==> src/rtl/dma2d_pkg.sv <==
package dma2d_pkg;

  typedef enum logic [1:0] {
    SZ_WORD = 2'd0,
    SZ_HALF = 2'd1,
    SZ_BYTE = 2'd2
  } size_code_e;

  // Inverted size code shared by beat width and peripheral step.
  function automatic logic [2:0] size_bytes(input logic [1:0] code);
    case (size_code_e'(code))
      SZ_WORD: return 3'd4;
      SZ_HALF: return 3'd2;
      default: return 3'd1;
    endcase
  endfunction

  // Beats needed to cover nbytes, rounding a partial beat up.
  function automatic int unsigned beats_for_bytes(input int unsigned nbytes,
                                                  input logic [1:0] code);
    case (size_code_e'(code))
      SZ_WORD: return (nbytes + 32'd3) >> 2;
      SZ_HALF: return (nbytes + 32'd1) >> 1;
      default: return nbytes;
    endcase
  endfunction

  // Burst length; a zero code still moves one beat per burst.
  function automatic logic [3:0] burst_beats(input logic [2:0] code);
    return (code == 3'd0) ? 4'd1 : {1'b0, code};
  endfunction

endpackage

==> src/rtl/dma2d_walker.sv <==
module dma2d_walker #(
  parameter int ADDR_W = 32,
  parameter int CNT_W  = 16,
  parameter int ROWS_W = 12,
  parameter int GAP_W  = 16
) (
  input  logic              clk,
  input  logic              rst_n,
  input  logic              load,
  input  logic              step,
  input  logic [1:0]        unit_code,
  input  logic              per_inc_en,
  input  logic [1:0]        per_step_code,
  input  logic [CNT_W-1:0]  beats_per_row,
  input  logic [ROWS_W-1:0] rows,
  input  logic [CNT_W-1:0]  row_bytes,
  input  logic [GAP_W-1:0]  line_gap,
  input  logic [ADDR_W-1:0] mem_base,
  input  logic [ADDR_W-1:0] per_base,
  output logic [ADDR_W-1:0] mem_addr,
  output logic [ADDR_W-1:0] per_addr,
  output logic              last_beat,
  output logic              row_wrap,
  output logic              per_static
);
  import dma2d_pkg::*;

  logic [ADDR_W-1:0] row_start, row_adv_q;
  logic [2:0]        unit_q, pstep_q;
  logic [CNT_W-1:0]  bpr_q, col_left;
  logic [ROWS_W-1:0] rows_left;
  logic [ADDR_W-1:0] next_row;

  assign row_wrap   = (col_left == CNT_W'(1));
  assign last_beat  = row_wrap && (rows_left == ROWS_W'(1));
  assign per_static = (pstep_q == 3'd0);
  assign next_row   = row_start + row_adv_q;

  always_ff @(posedge clk or negedge rst_n) begin
    if (!rst_n) begin
      mem_addr  <= '0;
      per_addr  <= '0;
      row_start <= '0;
      row_adv_q <= '0;
      unit_q    <= 3'd4;
      pstep_q   <= '0;
      bpr_q     <= '0;
      col_left  <= '0;
      rows_left <= '0;
    end else if (load) begin
      mem_addr  <= mem_base;
      row_start <= mem_base;
      per_addr  <= per_base;
      row_adv_q <= ADDR_W'(row_bytes) + ADDR_W'(line_gap);
      unit_q    <= size_bytes(unit_code);
      pstep_q   <= per_inc_en ? size_bytes(per_step_code) : 3'd0;
      bpr_q     <= beats_per_row;
      col_left  <= beats_per_row;
      rows_left <= rows;
    end else if (step) begin
      per_addr <= per_addr + ADDR_W'(pstep_q);
      if (row_wrap) begin
        row_start <= next_row;
        mem_addr  <= next_row;
        col_left  <= bpr_q;
        rows_left <= rows_left - ROWS_W'(1);
      end else begin
        mem_addr <= mem_addr + ADDR_W'(unit_q);
        col_left <= col_left - CNT_W'(1);
      end
    end
  end

endmodule

==> src/rtl/dma2d_pacer.sv <==
module dma2d_pacer #(
  parameter int DLY_UNIT     = 256,
  parameter int DLY_CODE_W   = 3,
  parameter int BURST_CODE_W = 3
) (
  input  logic                    clk,
  input  logic                    rst_n,
  input  logic                    load,
  input  logic                    fire,
  input  logic                    last_beat,
  input  logic [BURST_CODE_W-1:0] burst_code,
  input  logic [DLY_CODE_W-1:0]   delay_code,
  output logic                    waiting,
  output logic                    burst_end,
  output logic                    gap_armed
);
  import dma2d_pkg::*;

  localparam int DLY_W  = DLY_CODE_W + $clog2(DLY_UNIT) + 1;
  localparam int BLEN_W = BURST_CODE_W + 1;

  logic [BLEN_W-1:0]     blen_q, bcnt;
  logic [DLY_CODE_W-1:0] dly_q;
  logic [DLY_W-1:0]      dcnt, gap_len;

  generate
    if (DLY_UNIT == (1 << $clog2(DLY_UNIT))) begin : g_shift
      assign gap_len = DLY_W'(dly_q) << $clog2(DLY_UNIT);
    end else begin : g_mult
      assign gap_len = DLY_W'(dly_q) * DLY_W'(DLY_UNIT);
    end
  endgenerate

  assign waiting   = (dcnt != '0);
  assign gap_armed = (dly_q != '0);
  assign burst_end = fire && !last_beat && (bcnt == blen_q - BLEN_W'(1));

  always_ff @(posedge clk or negedge rst_n) begin
    if (!rst_n) begin
      blen_q <= BLEN_W'(1);
      dly_q  <= '0;
      bcnt   <= '0;
      dcnt   <= '0;
    end else if (load) begin
      blen_q <= BLEN_W'(burst_beats(3'(burst_code)));
      dly_q  <= delay_code;
      bcnt   <= '0;
      dcnt   <= '0;
    end else if (fire) begin
      if (burst_end) begin
        bcnt <= '0;
        dcnt <= gap_len;
      end else if (last_beat) begin
        bcnt <= '0;
      end else begin
        bcnt <= bcnt + BLEN_W'(1);
      end
    end else if (waiting) begin
      dcnt <= dcnt - DLY_W'(1);
    end
  end

endmodule

==> src/rtl/dma2d_addr_gen.sv <==
module dma2d_addr_gen #(
  parameter int ADDR_W   = 32,
  parameter int LEN_W    = 16,
  parameter int ROWS_W   = 12,
  parameter int GAP_W    = 16,
  parameter int DLY_UNIT = 256
) (
  input  logic              clk,
  input  logic              rst_n,
  input  logic              start,
  input  logic              mode_2d,
  input  logic [1:0]        unit_code,
  input  logic              per_inc_en,
  input  logic [1:0]        per_step_code,
  input  logic [LEN_W-1:0]  xfer_len,
  input  logic [ROWS_W-1:0] row_count,
  input  logic [LEN_W-1:0]  row_bytes,
  input  logic [GAP_W-1:0]  line_gap,
  input  logic [ADDR_W-1:0] mem_base,
  input  logic [ADDR_W-1:0] per_base,
  input  logic [2:0]        delay_code,
  input  logic [2:0]        burst_code,
  output logic              beat_valid,
  input  logic              beat_ready,
  output logic [ADDR_W-1:0] mem_addr,
  output logic [ADDR_W-1:0] per_addr,
  output logic              done
);
  import dma2d_pkg::*;

  logic [LEN_W-1:0]  row_beats;
  logic [ROWS_W-1:0] row_total;
  logic empty, accept, load, fire;
  logic active, done_q;
  logic last_beat, row_wrap, per_static;
  logic waiting, burst_end, gap_armed;

  always_comb begin
    row_beats = mode_2d ? LEN_W'(beats_for_bytes(32'(row_bytes), unit_code)) : xfer_len;
    row_total = mode_2d ? row_count : ROWS_W'(1);
  end

  assign empty      = (row_beats == '0) || (row_total == '0);
  assign accept     = start && !active;
  assign load       = accept && !empty;
  assign beat_valid = active && !waiting;
  assign fire       = beat_valid && beat_ready;
  assign done       = done_q;

  always_ff @(posedge clk or negedge rst_n) begin
    if (!rst_n) begin
      active <= 1'b0;
      done_q <= 1'b0;
    end else begin
      done_q <= (accept && empty) || (fire && last_beat);
      if (load)                   active <= 1'b1;
      else if (fire && last_beat) active <= 1'b0;
    end
  end

  dma2d_walker #(
    .ADDR_W(ADDR_W), .CNT_W(LEN_W), .ROWS_W(ROWS_W), .GAP_W(GAP_W)
  ) u_walker (
    .clk(clk), .rst_n(rst_n), .load(load), .step(fire),
    .unit_code(unit_code), .per_inc_en(per_inc_en), .per_step_code(per_step_code),
    .beats_per_row(row_beats), .rows(row_total), .row_bytes(row_bytes),
    .line_gap(line_gap), .mem_base(mem_base), .per_base(per_base),
    .mem_addr(mem_addr), .per_addr(per_addr), .last_beat(last_beat),
    .row_wrap(row_wrap), .per_static(per_static)
  );

  dma2d_pacer #(
    .DLY_UNIT(DLY_UNIT), .DLY_CODE_W(3), .BURST_CODE_W(3)
  ) u_pacer (
    .clk(clk), .rst_n(rst_n), .load(load), .fire(fire), .last_beat(last_beat),
    .burst_code(burst_code), .delay_code(delay_code),
    .waiting(waiting), .burst_end(burst_end), .gap_armed(gap_armed)
  );

endmodule

==> config.mk <==
export PLATFORM = sky130hd
export DESIGN_NAME = dma2d_addr_gen
export DESIGN_NICKNAME = d
export VERILOG_FILES = /design/src/rtl/dma2d_pkg.sv /design/src/rtl/dma2d_walker.sv /design/src/rtl/dma2d_pacer.sv /design/src/rtl/dma2d_addr_gen.sv
export SDC_FILE = /design/constraint.sdc
export NUM_CORES = 1
export LEC_CHECK = 0
export BUFFER_PORTS_ARGS = -buffer_cell sky130_fd_sc_hd__buf_2
export CAP_MARGIN = 25
export CELL_PAD_IN_SITES_DETAIL_PLACEMENT = 1
export CELL_PAD_IN_SITES_GLOBAL_PLACEMENT = 2
export CORE_AREA = 10 10 276 146
export DETAILED_ROUTE_END_ITERATION = 12
export DIE_AREA = 0 0 286 156
export PLACE_DENSITY_LB_ADDON = 0.1
export SLEW_MARGIN = 25
export SYNTH_ARGS = -nofsm -noshare
export SYNTH_HDL_FRONTEND = slang
export SYNTH_SLANG_ARGS = --single-unit
==> constraint.sdc <==
create_clock -name clk -period 8.8 [get_ports clk]
set_input_delay 1.32 -clock clk [delete_from_list [all_inputs] [get_ports clk]]
set_output_delay 1.32 -clock clk [all_outputs]
set_load 0.03 [all_outputs]
Word-level counts from Yosys, hierarchy flattened
Cells that the tools add are included.
Storage, ports and cells
  bits in registers: 203
  logic and storage cells: 90
  bits of input ports: 140
  output and inout bits: 66
Cells by class
  add/subtract/negate cells: 11
  mux-type cells: 31
  equal/unequal tests: 6
  reductions and logical operators: 27
Operator list (number)
  $mux W32: 8
  $mux W12: 8
  $add A32 B3 Y32: 2
  $mux W16: 4
  $add A32 B32 Y32: 1
  $pmux W16 S2: 1
  $sub A12 B1 Y12 const B: 2
  $add A16 B1 Y17 const B: 1
  $add A16 B16 Y17: 1
  $add A16 B2 Y17 const B: 1
  $eq A16 B1 Y1 const B: 1
  $logic_not A16 Y1: 1
  $mux W4: 4
  $sub A16 B1 Y16 const B: 1
  $eq A12 B1 Y1 const B: 1
  $logic_not A12 Y1: 1
  $pmux W3 S2: 2
  $reduce_bool A12 Y1: 1
  $logic_and A1 B1 Y1: 9
  $mux W3: 2
  $reduce_bool A2 Y1: 3
  $add A4 B1 Y4 const B: 1
  $eq A2 B1 Y1 const B: 2
  $eq A4 B4 Y1: 1
  other kinds (9): 16

Logic depth before layout (Yosys ltp)
Gate-level depths: netlist of the first run.
  word-level depth: 9
  gate-level depth with buffers: 14
  mapped depth without buffers: 12

Hierarchy
A second synthesis of the first run with hierarchy kept.
Unflattened totals
  cells, all modules: 1553
  area, all modules: 13252.7 sq um
Modules (own cells, without submodules)
  dma2d_walker: sequential area each 4080.2 sq um, cells an instance 1212, instances 1, area an instance 10538.9 sq um
  dma2d_addr_gen: sequential area each 50.0 sq um, cells an instance 210, instances 1, area an instance 1431.4 sq um
  dma2d_pacer: sequential area each 551.8 sq um, cells an instance 131, instances 1, area an instance 1282.5 sq um

Worst setup path before layout of the first run
No wires, ideal clock.
  path kind: input to register
  from: input port row_bytes[1]
  to: register u_walker.row_start[12]
  path buffers: 2
  cell stages on the path: 13
  arrival: 3865 ps
  required time: 8674 ps
  setup time: 126 ps
  path slack: 4809 ps
  path through: inv_1 -> ha_1 -> nand3b_1 -> or4_4 -> xnor2_1 -> a222oi_1 -> a21o_1 -> and4b_4 -> a21oi_2 -> buf_6 -> buf_6 -> and2_1 -> a221o_1
On the way
  word-level cells in the longest chain between the ends: 9
  elaborated cells on any way between the ends: 12
  classes of those cells: add/sub (2); mux (3); reduce/logical (7)
Ends and longest elaborated chain
  start, declared: line dma2d_addr_gen.sv:17  | input logic [LEN_W-1:0] row_bytes,
  $add A16 B1 Y17 / $add A16 B2 Y17 (equally long branches): line dma2d_pkg.sv:23, dma2d_pkg.sv:22
  $pmux W16 S2 *: line dma2d_pkg.sv:21  | case (size_code_e'(code))
  $mux W16 *: line dma2d_addr_gen.sv:39  | row_beats = mode_2d ? LEN_W'(beats_for_bytes(32'(row_bytes), unit_code)) : xfer_len;
  $logic_not A16 Y1 *: line dma2d_addr_gen.sv:43  | assign empty = (row_beats == '0) || (row_total == '0);
  $logic_or A1 B1 Y1 *: line dma2d_addr_gen.sv:43
  $logic_not A1 Y1 *: line dma2d_addr_gen.sv:45  | assign load = accept && !empty;
  $logic_and A1 B1 Y1 *: line dma2d_addr_gen.sv:45
  $reduce_bool A2 Y1 (no source line)
  $reduce_and A2 Y1 (no source line)
  end signal, assigned: line dma2d_walker.sv:52  | row_start <= mem_base;
  end signal, assigned: line dma2d_walker.sv:63  | row_start <= next_row;
  end, declared: line dma2d_walker.sv:28  | logic [ADDR_W-1:0] row_start, row_adv_q;
Mark *: on every way between the ends. The rest lies on a longest branch, timed or not.
A chain may end at the register's enable or synchronous reset.

Worst setup path in the final report of the first run
  from: input port row_bytes[1]
  to: register u_walker.rows_left[1]
On the way
  word-level cells in the longest chain between the ends: 9
  elaborated cells on any way between the ends: 12
  classes of those cells: add/sub (2); mux (3); reduce/logical (7)
Ends and longest elaborated chain
  $add A16 B1 Y17 / $add A16 B2 Y17 (equally long branches): line dma2d_pkg.sv:23, dma2d_pkg.sv:22
  $pmux W16 S2 *: line dma2d_pkg.sv:21
  $mux W16 *: line dma2d_addr_gen.sv:39
  $logic_not A16 Y1 *: line dma2d_addr_gen.sv:43
  $logic_or A1 B1 Y1 *: line dma2d_addr_gen.sv:43
  $logic_not A1 Y1 *: line dma2d_addr_gen.sv:45
  $logic_and A1 B1 Y1 *: line dma2d_addr_gen.sv:45
  $reduce_bool A2 Y1 (no source line)
  $reduce_and A2 Y1 (no source line)
  end signal, assigned: line dma2d_walker.sv:59  | rows_left <= rows;
  end signal, assigned: line dma2d_walker.sv:66  | rows_left <= rows_left - ROWS_W'(1);
  end, declared: line dma2d_walker.sv:31  | logic [ROWS_W-1:0] rows_left;
Marked as above.

==> run summary, run 1 <==
The worst setup path is launched from an input port. The number of nets still failing antenna checks after routing came out at 0. Clock-pin slew was measured on the worst setup and hold paths at roughly 70 ps. The detailed router finished its first iteration with ~870 violations. The number of remaining DRC errors is 0.

The worst clock skew came out at 11.98 ps. The total power came out at between 4 and 5 mW. In the synthesized netlist the async set-or-reset flop fraction comes to 100.0%. The synthesized design contains 0 enable-type register cells. The final hold slack came out at a little under 500 ps. After clock tree synthesis, the setup repair step added 0 buffers. Walking the worst path, the cells encountered are buf_2 -> inv_1 -> ha_1 -> nand3b_1 -> or4_4 -> xnor2_1 -> a222oi_1 -> a21o_1 -> and4b_4 -> a21o_4 -> buf_4 -> nand2_1 -> o221ai_1. The count of cells resized by post-cts repair is 0. The switching power share of the total is 44.71%. The internal portion of the total power is approximately 2.3 mW.

The fraction of final layout cells sized beyond drive strength 1 is roughly 16%. The total number of yosys warnings is 0. The path category of the worst min-delay check is register to register.

The largest net degree at the start of global routing came out at just under 80. The largest buffer count on any clock path came out at 2. The aggregate negative setup slack is 0 ps.

The cell with the biggest individual delay on the critical path is sky130_fd_sc_hd__or4_4. The post-synthesis cell area is roughly 13,000 µm². The gate count after technology mapping is roughly 1,600. Dividing the detail-routed wire length by the instance count gives between 20 and 25 µm. The overall overflow remaining after global route is 0.

The tool flagged a number of max-cap violations equal to 0. The maximum net fanout on the critical path is between 50 and 60. Sequential cells burn 37.0% of the power. The clock insertion delay at the later pin of the skew report is 460 ps. In the layout the commonest cells are 235 x sky130_fd_sc_hd__nand2_1, 204 x sky130_fd_sc_hd__buf_2, 185 x sky130_fd_sc_hd__dfrtp_1. The total iterations of the first detailed-routing run is 5. The shortest clock period the worst path allows after layout is between 4000 and 5000 ps.

The synthesized netlist net count is 1,744. The post-layout worst setup margin is around 3800 ps. Dividing the synthesized area by the synthesized cell count gives ~8.3 µm².

The die outline height is 156 µm. The number of failing hold endpoints at the final stage is 0. The final-stage net count came out at about 1,900. TritonCTS built the clock tree. The number of clock sinks came out at around 190. The total routing usage reported by global routing came out at 22.66%.

The number of port buffers is 205. In this run the core area contains between 40 and 50 standard-cell rows. The die width came out at approximately 290 µm. The maximum vdd ir drop came out at 0.0001144 V. The H-tree depth reported by CTS came out at 4. The number of buffers added by the clock tree synthesis step came out at 17. The run finished with clean final reports. The period utilization is 56.43%. The via count of the first global-routing pass came to approximately 13,000. The fraction of the core area covered by cells at the end of the flow came out at a little over two fifths. The via density per instance came out at between 5 and 6.

Combinational logic is responsible for a little over two fifths of the overall power. The floorplan step defined a die boundary enclosing 44,620 µm². The last weighted congestion value of the routability-driven placer is 0.8647.

The clock network power share is between 15 and 20%. Leaving out fill and tap cells, the most frequent cell in the layout is sky130_fd_sc_hd__nand2_1. The post-placement worst setup slack is 3398 ps. For this run, the register share of the synthesized area comes to 36.18%. The number of I/O pins came out at approximately 210.

The arrival time at the worst endpoint came out at approximately 5300 ps. The first-pass GRT wire length is ~80,000 µm. The power density over cell area came out at approximately 280 nW/µm². The root buffer cell is sky130_fd_sc_hd__clkbuf_16. Among all flip-flop cells after synthesis, the most frequent one is sky130_fd_sc_hd__dfrtp_1. Compared with the post-synthesis result, the final layout area differs by 15.45%. In this run the standard cell core region covers approximately 35,000 µm². Synthesis instantiated 86 different standard cells from the library. For the pin with the worst max-slew slack, the measured transition is roughly 1200 ps. The switching power summed over all nets came out at roughly 1.9 mW. The worst slew margin relative to its limit came out at between 20% and 30%. For this design, the CTS-stage hold fixing added 0 buffers.

The count of endpoints failing setup in the final report is 0. The via count of the routed design came out at between 10,000 and 15,000. The post-DP HPWL came out at just under 40,000 µm. 0 antenna diodes ended up in the layout. The initial antenna violation count came out at 1. The worst setup path is of the input port to register kind. The number of register bits inferred by synthesis came out at roughly 190. The largest stage delay on the critical path came out at about 640 ps. For this configuration, the core starts out at a cell density of 36.52%. For this block, the routed nets add up to just over 50,000 µm of wire. Setup repair after global routing left no endpoint under its margin. The final-report max-slew violation count came to 0. The critical path required time is a little over 9000 ps.

Static timing analysis puts the maximum clock frequency at between 200 and 250 MHz. The worst setup path is captured at a register. The static power due to leakage came out at between 6 and 7 nW.
==> layout make-up <==
class | count | area [µm²]
clock inverters | 12 | 138.9
fillers | 4360 | 20490
flip-flops and latches | 187 | 4682
repair buffers | 223 | 1170
clock buffers | 20 | 456.7
well taps | 484 | 605.6
multi-input cells | 1248 | 7739
inverters | 40 | 150.1
==> path summary, 6_finish.rpt <==
kind,startpoint,to,slack (ps),cells after the start
min in group asynchronous,rst_n,u_walker.bpr_q[3],880,1
max,row_bytes[1],u_walker.rows_left[1],3830,13
min reg2reg,u_walker.bpr_q[11],u_walker.bpr_q[11],480,1
max in group asynchronous,rst_n,u_walker.mem_addr[16],6550,2
max reg2reg,u_pacer.dcnt[0],u_walker.per_addr[30],4950,11
min,u_walker.bpr_q[11],u_walker.bpr_q[11],480,1
==> sequential cells by signal, indices dropped and copies added (netlist names), 4 cells and up <==
signal,flops
u_walker.mem_addr,32
u_walker.per_addr,32
u_walker.row_start,32
u_walker.row_adv_q,17
u_walker.bpr_q,16
u_walker.col_left,16
u_pacer.dcnt,12
u_walker.rows_left,12
u_pacer.bcnt,4
==> metrics by stage <==
| stage | instances | area [µm²] |
|---|---|---|
| 2_1_floorplan | 1552 | 12940 |
| 3_3_place_gp | 2182 | 14340 |
| 3_5_place_dp | 2182 | 14340 |
| 4_1_cts | 2214 | 14940 |
| 5_1_grt | 2214 | 14940 |
| 6_report | 2214 | 14940 |
==> metal layers <==
| layer | share of wire, % | routed length [µm] | track usage [%] |
|---|---|---|---|
| met1 | 50 | 25360 | 33.05 |
| met2 | 43 | 22130 | 33.86 |
| met3 | 5.9 | 3023 | 4.799 |
| met4 | 1.1 | 570 | 4.391 |
| met5 | 0 | 0 | 0 |
==> synthesized netlist by cell type (all sizes together), types with 11 or more instances <==
master	count	area share [%]
nand2	236	6.9
dfrtp	185	36
o21ai	142	5.5
nor2	118	3.4
a21oi	93	3.6
nand3	75	2.9
xnor2	64	4.3
xor2	62	4.2
ha	48	4.6
nor3	47	1.8
buf	39	2.0
inv	39	1.1
clkbuf	38	1.1
a21o	28	1.6
nand4	26	1.4
a31oi	23	1.1
a221o	22	1.7
nor4	21	1.2
and2	18	0.87
and3	18	0.87
o211ai	17	0.99
mux2i	12	0.93
nor2b	12	0.58
nand2b	11	0.53
==> critical path, delay by kind of cell <==
family | cells | cell delay, ps
xor+xnor | 1 | 150
simple gates | 4 | 1590
fa+ha+maj | 1 | 230
buf+inv | 3 | 820
compound gates | 4 | 1170
==> power by group through the flow <==
stage | sequential (mW) | clock, mW | combinational (mW)
global route | 1.59 | 0.872 | 1.99
CTS | 1.53 | 0.839 | 1.80
detailed placement | 1.54 | 0 | 1.79
finish | 1.54 | 0.823 | 1.80
floorplan | 1.66 | 0 | 1.04
global placement | 1.53 | 0 | 1.74
==> kinds of logic (layout without fill, tap and decap cells) <==
logic type,Yosys count,after routing,synth area share [%]
flip-flops,187,187,36.18
AND/OR/NAND/NOR,643,643,24.31
multiplexers,14,14,1.102
adder cells (fa/ha/maj),52,52,5.259
AO/OA/AOI/OAI,413,413,20.33
buffers and inverters,117,295,4.292
XOR/XNOR,126,126,8.527
Note: power is estimated with default switching activity, not from simulation.
==> run 2, diff against run 1 <==
--- a/config.mk
+++ b/config.mk
@@ -9,9 +9,9 @@
 export CAP_MARGIN = 25
 export CELL_PAD_IN_SITES_DETAIL_PLACEMENT = 1
 export CELL_PAD_IN_SITES_GLOBAL_PLACEMENT = 2
-export CORE_AREA = 10 10 276 146
+export CORE_AREA = 10 10 287 151
 export DETAILED_ROUTE_END_ITERATION = 12
-export DIE_AREA = 0 0 286 156
+export DIE_AREA = 0 0 297 161
 export PLACE_DENSITY_LB_ADDON = 0.1
 export SLEW_MARGIN = 25
 export SYNTH_ARGS = -nofsm -noshare
==> constraint.sdc (replaced) <==
create_clock -name clk -period 5.1 [get_ports clk]
set_input_delay 0.765 -clock clk [delete_from_list [all_inputs] [get_ports clk]]
set_output_delay 0.765 -clock clk [all_outputs]
set_load 0.03 [all_outputs]
==> run 2 against run 1 <==
Compared with the run above: register-to-register slack got worse by 3600 ps; via count shrank 0.47%; highest routed layer unchanged; core utilization decreased by 2.5 points.
==> run summary, run 2 (same netlist as run 1, synthesis figures left out) <==
The clock-pin slew of the registers on the worst-case setup and hold paths came to 80 ps (was 70 ps). The arrival time at the worst endpoint came out at 4420 ps (was 5330 ps). The category of the most critical setup path was input port to register (unchanged). The worst slew margin relative to its limit came out at 31.65% (was 21.21%). The clock insertion delay at the later pin of the skew report came out at 460 ps (about the same). The count of standard-cell rows is 51 (was 49). The category of cells accounting for the largest share of critical-path delay was simple AND/OR/NAND/NOR gates (unchanged). The fraction of final layout cells sized beyond drive strength 1 came out at 17.03% (was 16.47%). Unrepaired setup endpoints after global routing: no (unchanged). The launching instance or port of the critical path was row_bytes[1] (unchanged). The aggregate negative setup slack was 0 ps (unchanged).

The period utilization is 80.24%. The post-CTS setup buffer count was 0 (unchanged). The total iterations of the first detailed-routing run is 5 (unchanged).

The max capacitance violation total is 0 (unchanged). The top achievable clock speed is ~240 MHz. Commonest non-fill, non-tap cells in the layout: 235 x sky130_fd_sc_hd__nand2_1, 204 x sky130_fd_sc_hd__buf_2, 185 x sky130_fd_sc_hd__dfrtp_1 (unchanged).

The register-to-register setup slack came to 1390 ps (was 4950 ps). The total wirelength of the detailed-routed design came out at 52,000 µm (was 51,090 µm). The via count of the routed design is 12,520 (was 12,580). The count of endpoints failing setup in the final report was 0 (unchanged). The count of filler cells inserted in the layout came to 4,624 (was 4,360). Among the stages of the critical path, the cell type that occurs most often is sky130_fd_sc_hd__buf_4. The placement-stage cell area is 14,560 µm² (was 14,340 µm²). The largest net degree at the start of global routing is 141 (was 77).

The H-tree depth reported by CTS came out at 4 (unchanged). The die width was 297 µm (was 286 µm). The detailed-routing wirelength on met1 came out at 27,560 µm (was 25,360 µm). The critical path depth in cells came out at 14 (was 13). The count of cells resized by post-cts repair is 0 (unchanged). The highest layer used for signal routing is met4 (unchanged). The last weighted congestion value of the routability-driven placer is 0.8313 (was 0.8647).

The die outline height is 161 µm (was 156 µm). The TritonCTS clock tree is built (unchanged). The via count of the first global-routing pass came to 12,960 (was 13,050).

The number of buffers added by the clock tree synthesis step came out at 17 (unchanged). The cell with the biggest individual delay on the critical path is sky130_fd_sc_hd__or4_4 (unchanged). The number of I/O pins is 206 (unchanged). The met2 wire length came to 22,020 µm (was 22,130 µm). The root buffer cell is sky130_fd_sc_hd__clkbuf_16 (unchanged). The path category of the worst min-delay check is input port to async pin (was register to register). The worst clock skew came out at 14.97 ps (was 11.98 ps). The transition time at the pin with the least slew margin came out at 1016 ps (was 1171 ps).

The worst path buffer plus inverter count came out at 5 (was 3). The worst setup path endpoint was u_walker.per_addr[26] (was u_walker.rows_left[1]). The final hold slack came out at 229.7 ps (was 480.4 ps). The number of nets still failing antenna checks after routing is 0 (unchanged). The largest buffer count on any clock path is 2 (unchanged). The area of the core region came out at 38,350 µm² (was 35,440 µm²). The post-DP HPWL came out at 39,830 µm (was 38,520 µm). The static power due to leakage is 6.656 nW (was 6.529 nW).

The final-stage net count was 1,924 (was 1,909). The count of cells along the worst register-to-register path came out at 13 (was 11). The maximum vdd ir drop is 0.0002793 V (was 0.0001144 V). The number of remaining DRC errors came out at 0 (unchanged). The number of failing hold endpoints at the final stage came out at 0 (unchanged).

The number of port buffers was 205 (unchanged). Cell Chain, Critical Path: buf_2 -> inv_1 -> ha_1 -> nand3b_1 -> or4_4 -> o311ai_2 -> nor2_1 -> o21ai_1 -> and4b_4 -> a21oi_4 -> buf_12 -> buf_4 -> buf_4 -> o21ai_0 (was buf_2 -> inv_1 -> ha_1 -> nand3b_1 -> or4_4 -> xnor2_1 -> a222oi_1 -> a21o_1 -> and4b_4 -> a21o_4 -> buf_4 -> nand2_1 -> o221ai_1). The area of the die is 47,820 µm² (was 44,620 µm²). The maximum net fanout on the critical path came out at 39 (was 51). The shortest clock period the worst path allows after layout came out at ~4000 ps.

The worst flop-to-flop path endpoint is u_walker.rows_left[4] (was u_walker.per_addr[30]). The total routing usage reported by global routing is 21.26% (was 22.66%). The overall overflow remaining after global route is 0 (unchanged). The reg-to-reg startpoint is u_pacer.dcnt[0] (unchanged). Biggest regs: u_walker.mem_addr (32), u_walker.per_addr (32), u_walker.row_start (32) (unchanged). The endpoint class of the critical path is a register (unchanged). The power density over cell area came to 482.3 nW/µm² (was 278.0 nW/µm²).

The final-report max-slew violation count is 0 (unchanged). The kind of start point of the critical path was an input port (unchanged). The initial antenna violation count is 0 (was 1). The number of clock sinks was 187 (unchanged). The routed wire length per instance is 22.85 µm (was 23.07 µm). The count of routing violations after the opening detailed-route iteration is 779 (was 872).

The number of buffers added to fix hold violations after cts was 0 (unchanged). The initial cell density of the core came to 33.75% (was 36.52%). The largest stage delay on the critical path came out at 630 ps (was 640 ps). The cell area after layout is 15,230 µm² (was 14,940 µm²). The first-pass GRT wire length is 80,430 µm (was 79,670 µm).

The critical path required time is 5430 ps (was 9160 ps). The most frequent standard cell in the layout excluding fill and tap cells is sky130_fd_sc_hd__nand2_1 (unchanged). The amount of wire on met3 after detailed routing came out at 1855 µm (was 3023 µm).

The relative area change from synthesis to final layout came out at 17.67% (was 15.45%). The via density per instance came to 5.500 (was 5.681). Run status: finished clean (unchanged).
run 2: worst min-delay path by stage:
stage,startpoint,end,slack [ps],cells past startpoint
CTS,rst_n,u_walker.bpr_q[4],250,1
detailed placement,u_walker.bpr_q[14],u_walker.bpr_q[14],470,1
finish,rst_n,u_walker.bpr_q[6],230,1
global route,rst_n,u_walker.bpr_q[6],260,1
floorplan,u_walker.pstep_q[0],u_walker.pstep_q[0],440,2
global placement,u_walker.pstep_q[0],u_walker.pstep_q[0],460,2
run 2: layout make-up:
class                      instances  area, µm²  area share (%)
sequential                       187       4682           30.74
tap                              530      663.1           4.354
antenna                            2      5.005         0.03286
inverter                          40      150.1          0.9859
clock inverter                    13      237.7           1.561
multi-input combinational       1248       7730           50.76
clock buffer                      18      429.2           2.818
timing repair buffer             238       1333           8.750
run 2: power breakdown:
group | internal (mW) | switching (mW)
Sequential | 2.02 | 0.643
Clock | 0.925 | 0.663
Combinational | 1.19 | 1.90
run 2: worst register-to-register path: cells and delay by family, from the launching register on:
| family | cells | cell delay [ps] |
|---|---|---|
| AO/OA/AOI/OAI | 1 | 80 |
| flip-flops | 1 | 420 |
| adder cells (fa/ha/maj) | 1 | 200 |
| buffers and inverters | 3 | 740 |
| AND/OR/NAND/NOR | 7 | 2050 |
| XOR/XNOR | 1 | 160 |
run 2: per-layer routing:
layer / vias up / global-route usage [%]
met2: 216 / 30.98
met3: 31 / 3.042
met5: - / 0
met4: 0 / 4.275
li1: 5964 / -
met1: 6308 / 32.51
run 2: through the flow:
stage,setup WS (ps),power (mW),util (%),cells
floorplan,1664,4.663,-,1552
global placement,785.6,5.683,37.95,2243
detailed placement,555.6,5.766,37.96,2243
CTS,1046,7.384,39.70,2274
global route,797.7,7.870,39.70,2274
finish,1008,7.345,39.71,2276
